$ cat src/rtl/baudgen_pkg.sv
package baudgen_pkg;

    localparam int BYTE_W = 8;
    localparam int N_BYTES = 2;
    localparam int DIV_W = BYTE_W * N_BYTES;

    typedef logic [DIV_W-1:0] div_t;

    typedef enum logic {
        REF_SYSCLK = 1'b0,
        REF_EXTCLK = 1'b1
    } ref_src_e;

    typedef struct packed {
        logic              wr_lo;
        logic              wr_hi;
        logic [BYTE_W-1:0] data;
    } div_wr_t;

    typedef struct packed {
        div_t cnt;
        logic tick;
    } cnt_state_t;

    function automatic div_t half_of(input div_t d);
        return d >> 1;
    endfunction

    function automatic div_t merge_write(input div_t cur, input div_wr_t w);
        div_t r;
        r = cur;
        if (w.wr_lo) r[BYTE_W-1:0] = w.data;
        if (w.wr_hi) r[DIV_W-1:BYTE_W] = w.data;
        return r;
    endfunction

endpackage

$ cat src/rtl/bg_div_regs.sv
module bg_div_regs
    import baudgen_pkg::*;
(
    input  logic    clk,
    input  logic    rst,
    input  div_wr_t wr,
    output div_t    div_q,
    output div_t    div_next,
    output logic    reload
);

    always_comb begin
        div_next = merge_write(div_q, wr);
        reload   = wr.wr_lo | wr.wr_hi;
    end

    always_ff @(posedge clk) begin
        if (rst) begin
            div_q <= '0;
        end else if (reload) begin
            div_q <= div_next;
        end
    end

    // divisor cleared by reset
    p_reset_clear_r1: assert property (@(posedge clk)
        $past(rst) |-> (div_q == '0));

    // low strobe lands in the low byte
    p_lo_load_r2: assert property (@(posedge clk) disable iff (rst)
        wr.wr_lo |=> (div_q[BYTE_W-1:0] == $past(wr.data)));

    // high byte kept on a low-only write
    p_hi_keep_r2: assert property (@(posedge clk) disable iff (rst)
        (wr.wr_lo && !wr.wr_hi) |=> $stable(div_q[DIV_W-1:BYTE_W]));

    // low byte kept on a high-only write
    p_lo_keep_r2: assert property (@(posedge clk) disable iff (rst)
        (wr.wr_hi && !wr.wr_lo) |=> $stable(div_q[BYTE_W-1:0]));

endmodule

$ cat src/rtl/bg_ref_qual.sv
module bg_ref_qual
    import baudgen_pkg::*;
#(
    parameter ref_src_e REF_SRC     = REF_SYSCLK,
    parameter int       SYNC_STAGES = 2
) (
    input  logic clk,
    input  logic rst,
    input  logic ext_clk,
    input  logic ext_en,
    output logic step
);

    generate
        if (REF_SRC == REF_SYSCLK) begin : g_sys
            logic unused_ref;
            assign unused_ref = ^{clk, rst, ext_clk, ext_en};
            assign step = 1'b1;
        end else begin : g_ext
            logic [SYNC_STAGES:0] sh;

            always_ff @(posedge clk) begin
                if (rst) sh <= '0;
                else     sh <= {sh[SYNC_STAGES-1:0], ext_clk};
            end

            assign step = sh[SYNC_STAGES-1] & ~sh[SYNC_STAGES] & ext_en;

            // one step per synchronized rising edge
            p_step_single_r8: assert property (@(posedge clk) disable iff (rst)
                step |=> !step);

            // no step while the qualifier is low
            p_en_gate_r9: assert property (@(posedge clk) disable iff (rst)
                !ext_en |-> !step);
        end
    endgenerate

endmodule

$ cat src/rtl/bg_down_counter.sv
module bg_down_counter
    import baudgen_pkg::*;
(
    input  logic clk,
    input  logic rst,
    input  logic step,
    input  logic reload,
    input  div_t div_next,
    input  div_t div_q,
    output logic tick,
    output logic baud_out
);

    cnt_state_t st_q, st_d;
    div_t       div_eff;
    logic       bo_q;

    always_comb begin
        st_d      = st_q;
        st_d.tick = 1'b0;
        div_eff   = div_q;
        if (reload) begin
            st_d.cnt = div_next;
            div_eff  = div_next;
        end else if (step) begin
            if (st_q.cnt == div_t'(1)) begin
                st_d.cnt  = div_q;
                st_d.tick = 1'b1;
            end else if (st_q.cnt != '0) begin
                st_d.cnt = st_q.cnt - div_t'(1);
            end
        end
    end

    always_ff @(posedge clk) begin
        if (rst) begin
            st_q <= '0;
            bo_q <= 1'b0;
        end else begin
            st_q <= st_d;
            bo_q <= (st_d.cnt > half_of(div_eff));
        end
    end

    assign tick     = st_q.tick;
    assign baud_out = bo_q;

    // counter holds the fresh divisor right after a write
    p_reload_r3: assert property (@(posedge clk) disable iff (rst)
        reload |=> (st_q.cnt == $past(div_next)));

    // count never exceeds the divisor
    p_cnt_bound_r4: assert property (@(posedge clk) disable iff (rst)
        st_q.cnt <= div_q);

    // tick lasts one cycle when the divisor is above one
    p_tick_narrow_r4: assert property (@(posedge clk) disable iff (rst)
        (tick && div_q > div_t'(1)) |=> !tick);

    // zero divisor is silent
    p_zero_silent_r6: assert property (@(posedge clk) disable iff (rst)
        (div_q == '0) |-> (!tick && !baud_out));

    // wave is high when the period restarts
    p_bo_on_tick_r7: assert property (@(posedge clk) disable iff (rst)
        tick |-> baud_out);

endmodule

$ cat src/rtl/baud_tick_gen.sv
module baud_tick_gen
    import baudgen_pkg::*;
#(
    parameter ref_src_e REF_SRC     = REF_SYSCLK,
    parameter bit       GEN_EN      = 1'b1,
    parameter int       SYNC_STAGES = 2
) (
    input  logic              clk,
    input  logic              rst,
    input  logic              div_lo_wr,
    input  logic              div_hi_wr,
    input  logic [BYTE_W-1:0] div_wdata,
    input  logic              ext_baud_clk,
    input  logic              ext_baud_en,
    output logic              tick,
    output logic              baud_out
);

    generate
        if (GEN_EN) begin : g_gen
            div_wr_t wr;
            div_t    div_q;
            div_t    div_next;
            logic    reload;
            logic    step;

            assign wr = '{wr_lo: div_lo_wr, wr_hi: div_hi_wr, data: div_wdata};

            bg_div_regs u_regs (
                .clk      (clk),
                .rst      (rst),
                .wr       (wr),
                .div_q    (div_q),
                .div_next (div_next),
                .reload   (reload)
            );

            bg_ref_qual #(
                .REF_SRC     (REF_SRC),
                .SYNC_STAGES (SYNC_STAGES)
            ) u_ref (
                .clk     (clk),
                .rst     (rst),
                .ext_clk (ext_baud_clk),
                .ext_en  (ext_baud_en),
                .step    (step)
            );

            bg_down_counter u_cnt (
                .clk      (clk),
                .rst      (rst),
                .step     (step),
                .reload   (reload),
                .div_next (div_next),
                .div_q    (div_q),
                .tick     (tick),
                .baud_out (baud_out)
            );
        end else begin : g_off
            logic unused_in;
            assign unused_in = ^{clk, rst, div_lo_wr, div_hi_wr, div_wdata,
                                 ext_baud_clk, ext_baud_en};
            assign tick     = 1'b0;
            assign baud_out = 1'b0;
        end
    endgenerate

endmodule

$ cat config.mk
export PLATFORM = sky130hd
export DESIGN_NAME = baud_tick_gen
export DESIGN_NICKNAME = d
export VERILOG_FILES = /design/src/rtl/baudgen_pkg.sv /design/src/rtl/bg_div_regs.sv /design/src/rtl/bg_ref_qual.sv /design/src/rtl/bg_down_counter.sv /design/src/rtl/baud_tick_gen.sv
export SDC_FILE = /design/constraint.sdc
export NUM_CORES = 1
export LEC_CHECK = 0
export BUFFER_PORTS_ARGS = -buffer_cell sky130_fd_sc_hd__buf_2
export CELL_PAD_IN_SITES_DETAIL_PLACEMENT = 1
export CELL_PAD_IN_SITES_GLOBAL_PLACEMENT = 1
export CORE_MARGIN = 10
export CORE_UTILIZATION = 50
export CTS_CLUSTER_DIAMETER = 200
export DETAILED_ROUTE_END_ITERATION = 6
export MAX_ROUTING_LAYER = met4
export PLACE_DENSITY_LB_ADDON = 0.08
export SLEW_MARGIN = 25
export SYNTH_ARGS = -nofsm -noshare
export SYNTH_HDL_FRONTEND = slang
export SYNTH_HIERARCHICAL = 1
export SYNTH_SLANG_ARGS = --single-unit
$ cat constraint.sdc
create_clock -name clk -period 11.19 [get_ports clk]
set_input_delay 2.7975 -clock clk [delete_from_list [all_inputs] [get_ports clk]]
set_output_delay 2.7975 -clock clk [all_outputs]
set_load 0.1 [all_outputs]
* After elaboration in Yosys (flattened, before gate mapping) *
Index checks and enable logic that the tools add are counted.

storage, ports and cells
  bits of input ports = 14
  word-level logic and storage cells = 18
  output and inout port bits = 2
  register bits after elaboration = 34

operators by class
  reduce and logical (&&, ||, !) cells = 2
  add/sub/neg operators = 1
  order comparisons = 1
  equality and inequality tests = 1
  mux-type cells = 7
  bitwise logic cells = 1

operators with widths
  operator                 number
  $mux W16                 4
  $eq A16 B1 Y1 const B    1
  $gt A16 B15 Y1           1
  $mux W8                  2
  $reduce_bool A16 Y1      1
  $sub A16 B1 Y16 const B  1
  $reduce_or A2 Y1         1
  $mux W1                  1
  $or A1 B1 Y1             1

* Logic depth before layout (Yosys ltp) *
Gate-level depths: netlist of run 1.

  depth after elaboration = 5
  mapped depth = 15
  mapped depth without buffers = 14

* Cells and area by module *
The synthesis of run 1 kept the hierarchy.

modules (own cells, without submodules)
  module           cells an instance  sequential area each (um^2)  times used  area an instance (um^2)
  bg_down_counter  279                360.3                        1           2062.0
  bg_div_regs      52                 320.3                        1           693.2
  bg_ref_qual      2                  0.0                          1           11.3

* Worst setup path before layout of run 1 *
No wires, ideal clock.

  path kind = input-to-reg
  start = in div_lo_wr
  end = reg g_gen.u_cnt.bo_q, in the netlist g_gen.u_cnt/baud_out
  data required time = 11074 ps
  data arrival time = 5527 ps
  path slack = 5547 ps
  stages = 12
  path buffers = 4
  cells stage by stage = buf_6 > or2_2 > clkbuf_1 > clkbuf_1 > buf_1 > nand2_1 > o21ai_0 > ha_1 > a211o_1 > a2111oi_0 > o211ai_1 > a31o_2

RTL lines
  item                    RTL line               source
  start: declaration      baud_tick_gen.sv:10    input logic div_lo_wr,
  end signal: assignment  bg_down_counter.sv:41  bo_q <= (st_d.cnt > half_of(div_eff));
  end: declaration        bg_down_counter.sv:16  logic bo_q;

==> results of run 1 <==
## flip-flops by register name (all words and copies together) (netlist names)
| signal | flops |
|---|---|
| g_gen.u_cnt/baud_out | 1 |
| g_gen.u_cnt/st_q | 16 |
| g_gen.u_cnt/tick | 1 |
| g_gen.u_regs/div_q | 16 |
## per-layer routing
| metal | routed length, um | global-route usage, % | up-vias |
|---|---|---|---|
| met5 | 0 | - | - |
| met4 | 222 | 6.96 | 0 |
| met3 | 522 | 3.65 | 19 |
| met2 | 3940 | 31.9 | 103 |
| met1 | 4080 | 27.8 | 1297 |
| li1 | - | - | 1221 |
## through the flow
step | hold WS, ns | setup slack [ns] | total power, uW
floorplan | 0.540 | 5.55 | 251
global placement | 0.570 | 4.21 | 282
detailed placement | 0.595 | 4.21 | 285
CTS | 0.608 | 4.52 | 384
global route | 0.649 | 4.08 | 408
finish | 0.613 | 4.32 | 385
## path summary, 6_finish.rpt
check,end,cells after the start
worst max register to register,g_gen.u_cnt/baud_out,10
worst min register to register,g_gen.u_cnt/st_q[15],2
worst min-delay path,g_gen.u_cnt/st_q[15],2
worst max-delay path,g_gen.u_cnt/baud_out,12
## cell usage after synthesis (all sizes together), types with 6 or more instances
master  count  area (um2)
dfxtp      34         681
nand2      30         113
nor2       25         104
nor2b      25         156
a21oi      21         105
mux2       19         274
ha         18         225
clkbuf     15        56.3
mux2i      12         120
o21ai      11        55.1
nor3        9        55.1
inv         8        30.0
nand4       8        50.1
nor4        8        50.1
nand3       7        35.0
a21boi      6        45.0
a31oi       6        37.5
o31ai       6        58.8
## cells by family (layout without fill, tap and decap cells)
family / after synthesis / in the layout / share of synthesized area [%]
AO/OA/AOI/OAI: 81 / 81 / 20.7
XOR/XNOR: 2 / 2 / 0.633
adder cells (fa/ha/maj): 18 / 18 / 8.14
buffers and inverters: 29 / 30 / 4.66
flip-flops: 34 / 34 / 24.6
multiplexers: 31 / 31 / 14.2
other: 1 / 1 / 0.136
AND/OR/NAND/NOR: 137 / 137 / 26.9
## area by class of cell
type | count | area (um2) | area share (%)
Inverter | 9 | 33.8 | 1.16
Sequential cell | 34 | 681 | 23.3
Multi-Input combinational cell | 270 | 1960 | 67.1
Clock inverter | 1 | 5.00 | 0.172
Clock buffer | 7 | 86.3 | 2.96
Tap cell | 72 | 90.1 | 3.09
Timing Repair Buffer | 13 | 65.1 | 2.23
## critical path: stages
cell and delay, ns:
buf_2 0.32, or2_2 0.70, clkinv_1 0.77, mux2i_1 0.36
o21ai_0 0.20, ha_1 0.36, a21o_1 0.18, a21oi_1 0.16
nor2b_1 0.06, a2111oi_0 0.68, o211ai_1 0.18, a31o_2 0.28
## power by group through the flow
stage          Sequential, uW  Clock, uW  Combinational (uW)
2_1_floorplan             145          0                 106
3_3_place_gp              144          0                 137
3_5_place_dp              145          0                 141
4_1_cts                   142       99.9                 142
5_1_grt                   144        103                 161
6_report                  142       96.6                 146
## cells in the final DEF, fill, tap and decap left out, types with 3 or more instances in the layout
cell	instances
nand2_1	30
a21boi_0	6
ha_1	18
o31ai_1	5
inv_1	8
nand4_1	8
or4_4	3
buf_2	13
nor2_1	23
a22oi_1	5
a21oi_1	21
and2_1	4
or2_2	5
nor3_1	7
nor4_1	8
a31oi_1	6
o21ai_0	10
o221ai_1	3
clkbuf_8	6
nand2b_1	5
mux2_4	16
nand3_1	7
dfxtp_1	34
nor2b_1	25
mux2i_1	12
==> flow_summary.json, run 1 <==
{
  "remaining_drc_errors": 0,
  "vias": 2640,
  "htreeDepth": 2,
  "numClockSinks": 34,
  "placedCellCount": 398,
  "row_count": 27,
  "routed_wl_mm": 8.77,
  "fillers": 685,
  "postCtsHoldBufs": 0,
  "ys.warnings.count": 6,
  "drv.max_cap_violation_count": 0,
  "hold_path.class": "reg2reg",
  "grt_setup_unrepaired": "false",
  "hold_viol": 0,
  "die_height_um": 94.4,
  "pwr-share-clk_pct": 25.1,
  "post-route-period-util_pct": 61.4,
  "place_congestion": 0.962,
  "yosys_register_bits": 34,
  "drtPass1Iterations": 5,
  "postLayoutCoreUtil_pct": 53.6,
  "setup.reg_to_reg.worst_slack_ns": 6.62,
  "cell_internal_pwr_uw": 238,
  "drive_gt1_share_pct": 16.8,
  "tightestPinTransition_ns": 0.814,
  "synth_area_per_cell_um2": 8.31,
  "route.detailed.wl_per_inst_um": 21.6,
  "gr-usage-all-layers_pct": 21.1,
  "maxClockFrequency_ghz": 0.146,
  "power.leakage_uw": 0.00122,
  "peak_vdd_ir_uv": 101,
  "final_antenna_net_count": 0,
  "worst_setup_path_class": "in2reg",
  "required_ns": 11.37,
  "fp.dieArea_um2": 8910,
  "ys_async_sr_fraction_pct": 0,
  "layout.nets": 365,
  "io_pins": 16,
  "clock_skew_ns": 0.00604,
  "final_cell_area_um2": 2920,
  "avgViaCountPerCell": 6.50,
  "min_period_ns": 6.87,
  "min_from": "g_gen.u_cnt/st_q[15]",
  "run_status": "finished clean",
  "clock_tree_from_tritoncts": "yes",
  "maximum_number_of_pins_on_one_net_before_global_route_repair": 37,
  "comb_power_share_pct": 37.9,
  "drtIter0Drc": 224,
  "stdcell_count": 406,
  "synth_seq_area_share_pct": 24.6,
  "synth-edff-count": 0,
  "cts.repair_timing.setup_buffer_count": 0,
  "power.share.sequential_pct": 37.0,
  "maxSlewViolCount": 0,
  "dieWidth_um": 94.4,
  "first_global_vias": 2626,
  "finalSetupTns_ns": 0,
  "synth_area_um2": 2770,
  "cts.clk_slew.worst_paths_ns": 0.07,
  "worstPathArrival_ns": 7.05,
  "hpwl_mm": 6.38,
  "synthesized_netlist_net_count": 365,
  "synthesis.instances": 333,
  "initial_core_util_pct": 50.9,
  "rr_startpoint": "g_gen.u_cnt/st_q[4]",
  "place.port_buffers": 13,
  "synth_cell_type_count": 63,
  "max_slew_margin_pct": 45.2,
  "gr-total-overflow": 0,
  "timing.critical_path.from": "div_hi_wr",
  "clock_latency_ns": 0.29,
  "timing.critical_path.from_type": "input pin",
  "ys_dominant_reg_cell": "dfxtp_1",
  "tritoncts.num_buffers": 5,
  "syn_to_final_growth_pct": 5.47,
  "power_density_nw_per_um2": 132,
  "critical_path.endpoint_type": "flop",
  "n_antenna_cell": 0,
  "fraction_of_power_spent_switching_nets_pct": 38.1,
  "grt_antenna_before_repair": 0,
  "cts_resized": 0,
  "placed_cell_area_um2": 2830,
  "core-area_um2": 5440,
  "crit_fanout": 36,
  "cts_max_path_buffers": 2,
  "root_buffer": "clkbuf_8",
  "setup_viol": 0,
  "grt_first_pass_wirelength_mm": 14.4,
  "netSwitchingPower_uw": 147
}
Power figures use the tool's default switching activity.
==> run 2, diff against run 1 <==
--- a/config.mk
+++ b/config.mk
@@ -9,7 +9,7 @@
 export CELL_PAD_IN_SITES_DETAIL_PLACEMENT = 1
 export CELL_PAD_IN_SITES_GLOBAL_PLACEMENT = 1
 export CORE_MARGIN = 10
-export CORE_UTILIZATION = 50
+export CORE_UTILIZATION = 42
 export CTS_CLUSTER_DIAMETER = 200
 export DETAILED_ROUTE_END_ITERATION = 6
 export MAX_ROUTING_LAYER = met4
==> constraint.sdc (replaced) <==
create_clock -name clk -period 6.1 [get_ports clk]
set_input_delay 1.525 -clock clk [delete_from_list [all_inputs] [get_ports clk]]
set_output_delay 1.525 -clock clk [all_outputs]
set_load 0.1 [all_outputs]
==> run 2 against run 1 <==
Effect of this change: non-clock buffer count is 3 higher; clock power increased by 78%; worst setup slack worse by 2.7 ns; final area increased by 0.99%; critical path type unchanged; worst hold slack lost 0.022 ns; power up 82%; via count decreased by 5.0%; count of clock-buffer cells in the layout did not move; sequential cell count is the same; sequential share of layout area is 0.23 points lower.
==> flow_summary.json, run 2 (same netlist as run 1, synthesis figures left out) <==
{
  "avgViaCountPerCell": 6.06,
  "stdcell_count": 414,
  "numClockSinks": 34,
  "drtIter0Drc": 135,
  "hold_viol": 0,
  "reg2regPathDepth": 13,
  "run_status": "finished clean",
  "final_cell_area_um2": 2950,
  "grt_first_pass_wirelength_mm": 14.1,
  "tightestPinTransition_ns": 0.731,
  "drtPass1Iterations": 4,
  "die_height_um": 101,
  "timing.critical_path.from": "div_lo_wr",
  "fp.dieArea_um2": 10200,
  "grt_antenna_before_repair": 0,
  "io_pins": 16,
  "place.port_buffers": 13,
  "place_congestion": 0.897,
  "cts_max_path_buffers": 2,
  "tritoncts.num_buffers": 5,
  "routed_wl_mm": 8.63,
  "rr_startpoint": "g_gen.u_cnt/st_q[1]",
  "htreeDepth": 2,
  "remaining_drc_errors": 0,
  "final_antenna_net_count": 0,
  "initial_core_util_pct": 43.3,
  "timing.critical_path.from_type": "input pin",
  "max_slew_margin_pct": 51.2,
  "power.leakage_uw": 0.00124,
  "postCtsHoldBufs": 0,
  "clock_skew_ns": 0.00225,
  "required_ns": 6.28,
  "drive_gt1_share_pct": 17.5,
  "root_buffer": "clkbuf_8",
  "crit_fanout": 35,
  "core-area_um2": 6390,
  "drv.max_cap_violation_count": 0,
  "hpwl_mm": 6.57,
  "maximum_number_of_pins_on_one_net_before_global_route_repair": 37,
  "placed_cell_area_um2": 2860,
  "final_common_cell": "dfxtp_1",
  "gr-total-overflow": 0,
  "clock_tree_from_tritoncts": "yes",
  "cts.repair_timing.setup_buffer_count": 0,
  "min_period_ns": 4.51,
  "post-route-period-util_pct": 73.9,
  "peak_vdd_ir_uv": 136,
  "vias": 2507,
  "first_global_vias": 2586,
  "n_antenna_cell": 0,
  "row_count": 29,
  "setup_viol": 0,
  "cells_on_worst_hold_path": 2,
  "layout.nets": 368,
  "total_power_consumption_uw": 701,
  "worstPathArrival_ns": 4.69,
  "dieWidth_um": 101,
  "route.detailed.wl_per_inst_um": 20.9,
  "worst_setup_path_class": "in2reg",
  "finalSetupTns_ns": 0,
  "maxSlewViolCount": 0,
  "maxClockFrequency_ghz": 0.222,
  "power_density_nw_per_um2": 238,
  "critical_path.endpoint_type": "flop",
  "min_from": "g_gen.u_regs/div_q[7]",
  "hold_path.class": "reg2reg",
  "gr-usage-all-layers_pct": 17.8,
  "placedCellCount": 406,
  "fillers": 778,
  "cts_resized": 0,
  "clock_latency_ns": 0.28,
  "mostFrequentLayoutCells": "dfxtp_1 (34), nand2_1 (30), nor2b_1 (25)",
  "layout_top_registers": "g_gen.u_cnt/st_q (16), g_gen.u_regs/div_q (16)",
  "grt_setup_unrepaired": "false",
  "cts.clk_slew.worst_paths_ns": 0.07,
  "syn_to_final_growth_pct": 6.51
}
## run 2: metrics by stage
stage	hold WS, ns	util [%]	setup slack (ns)
finish	0.591	46.1	1.59
global route	0.628	46.1	1.38
CTS	0.590	46.1	1.64
detailed placement	0.581	44.7	1.33
global placement	0.579	44.7	1.35
floorplan	0.540	-	1.73
## run 2: where the power goes
part / leakage, uW / switching [uW] / internal [uW]
Combinational: 0.000908 / 158 / 109
Sequential: 0.000281 / 22.3 / 239
Clock: 0.0000482 / 81.4 / 91.1
Total: 0.00124 / 262 / 439
## run 2: layout make-up
class                      instances  area, um2  share of cell area (%)
clock buffer                       7       86.3                    2.93
clock inverter                     1       5.00                   0.170
inverter                           9       33.8                    1.15
multi-input combinational        270       1960                    66.4
sequential                        34        681                    23.1
tap                               77       96.3                    3.27
timing repair buffer              16       87.6                    2.97
## run 2: final timing paths
path | to | slack, ns
setup / recovery | g_gen.u_cnt/baud_out | 1.59
hold / removal | g_gen.u_cnt/st_q[8] | 0.59
setup reg to reg | g_gen.u_cnt/baud_out | 2.05
hold reg to reg | g_gen.u_cnt/st_q[8] | 0.59
## run 2: routing by layer
layer	track usage [%]	routed length, um	vias up
li1	-	-	1229
met4	3.97	57	0
met2	27.1	3970	57
met3	1.91	398	5
met5	-	0	-
met1	24.6	4210	1216
## run 2: worst max-delay path, cell delays in order
cell       delay (ns)
buf_2            0.21
or2_2            0.34
buf_4            0.28
and2_1           0.23
o22a_1           0.18
a221o_1          0.35
ha_1             0.32
and4_1           0.22
a2111oi_0        0.58
o211ai_1         0.17
a31o_2           0.28
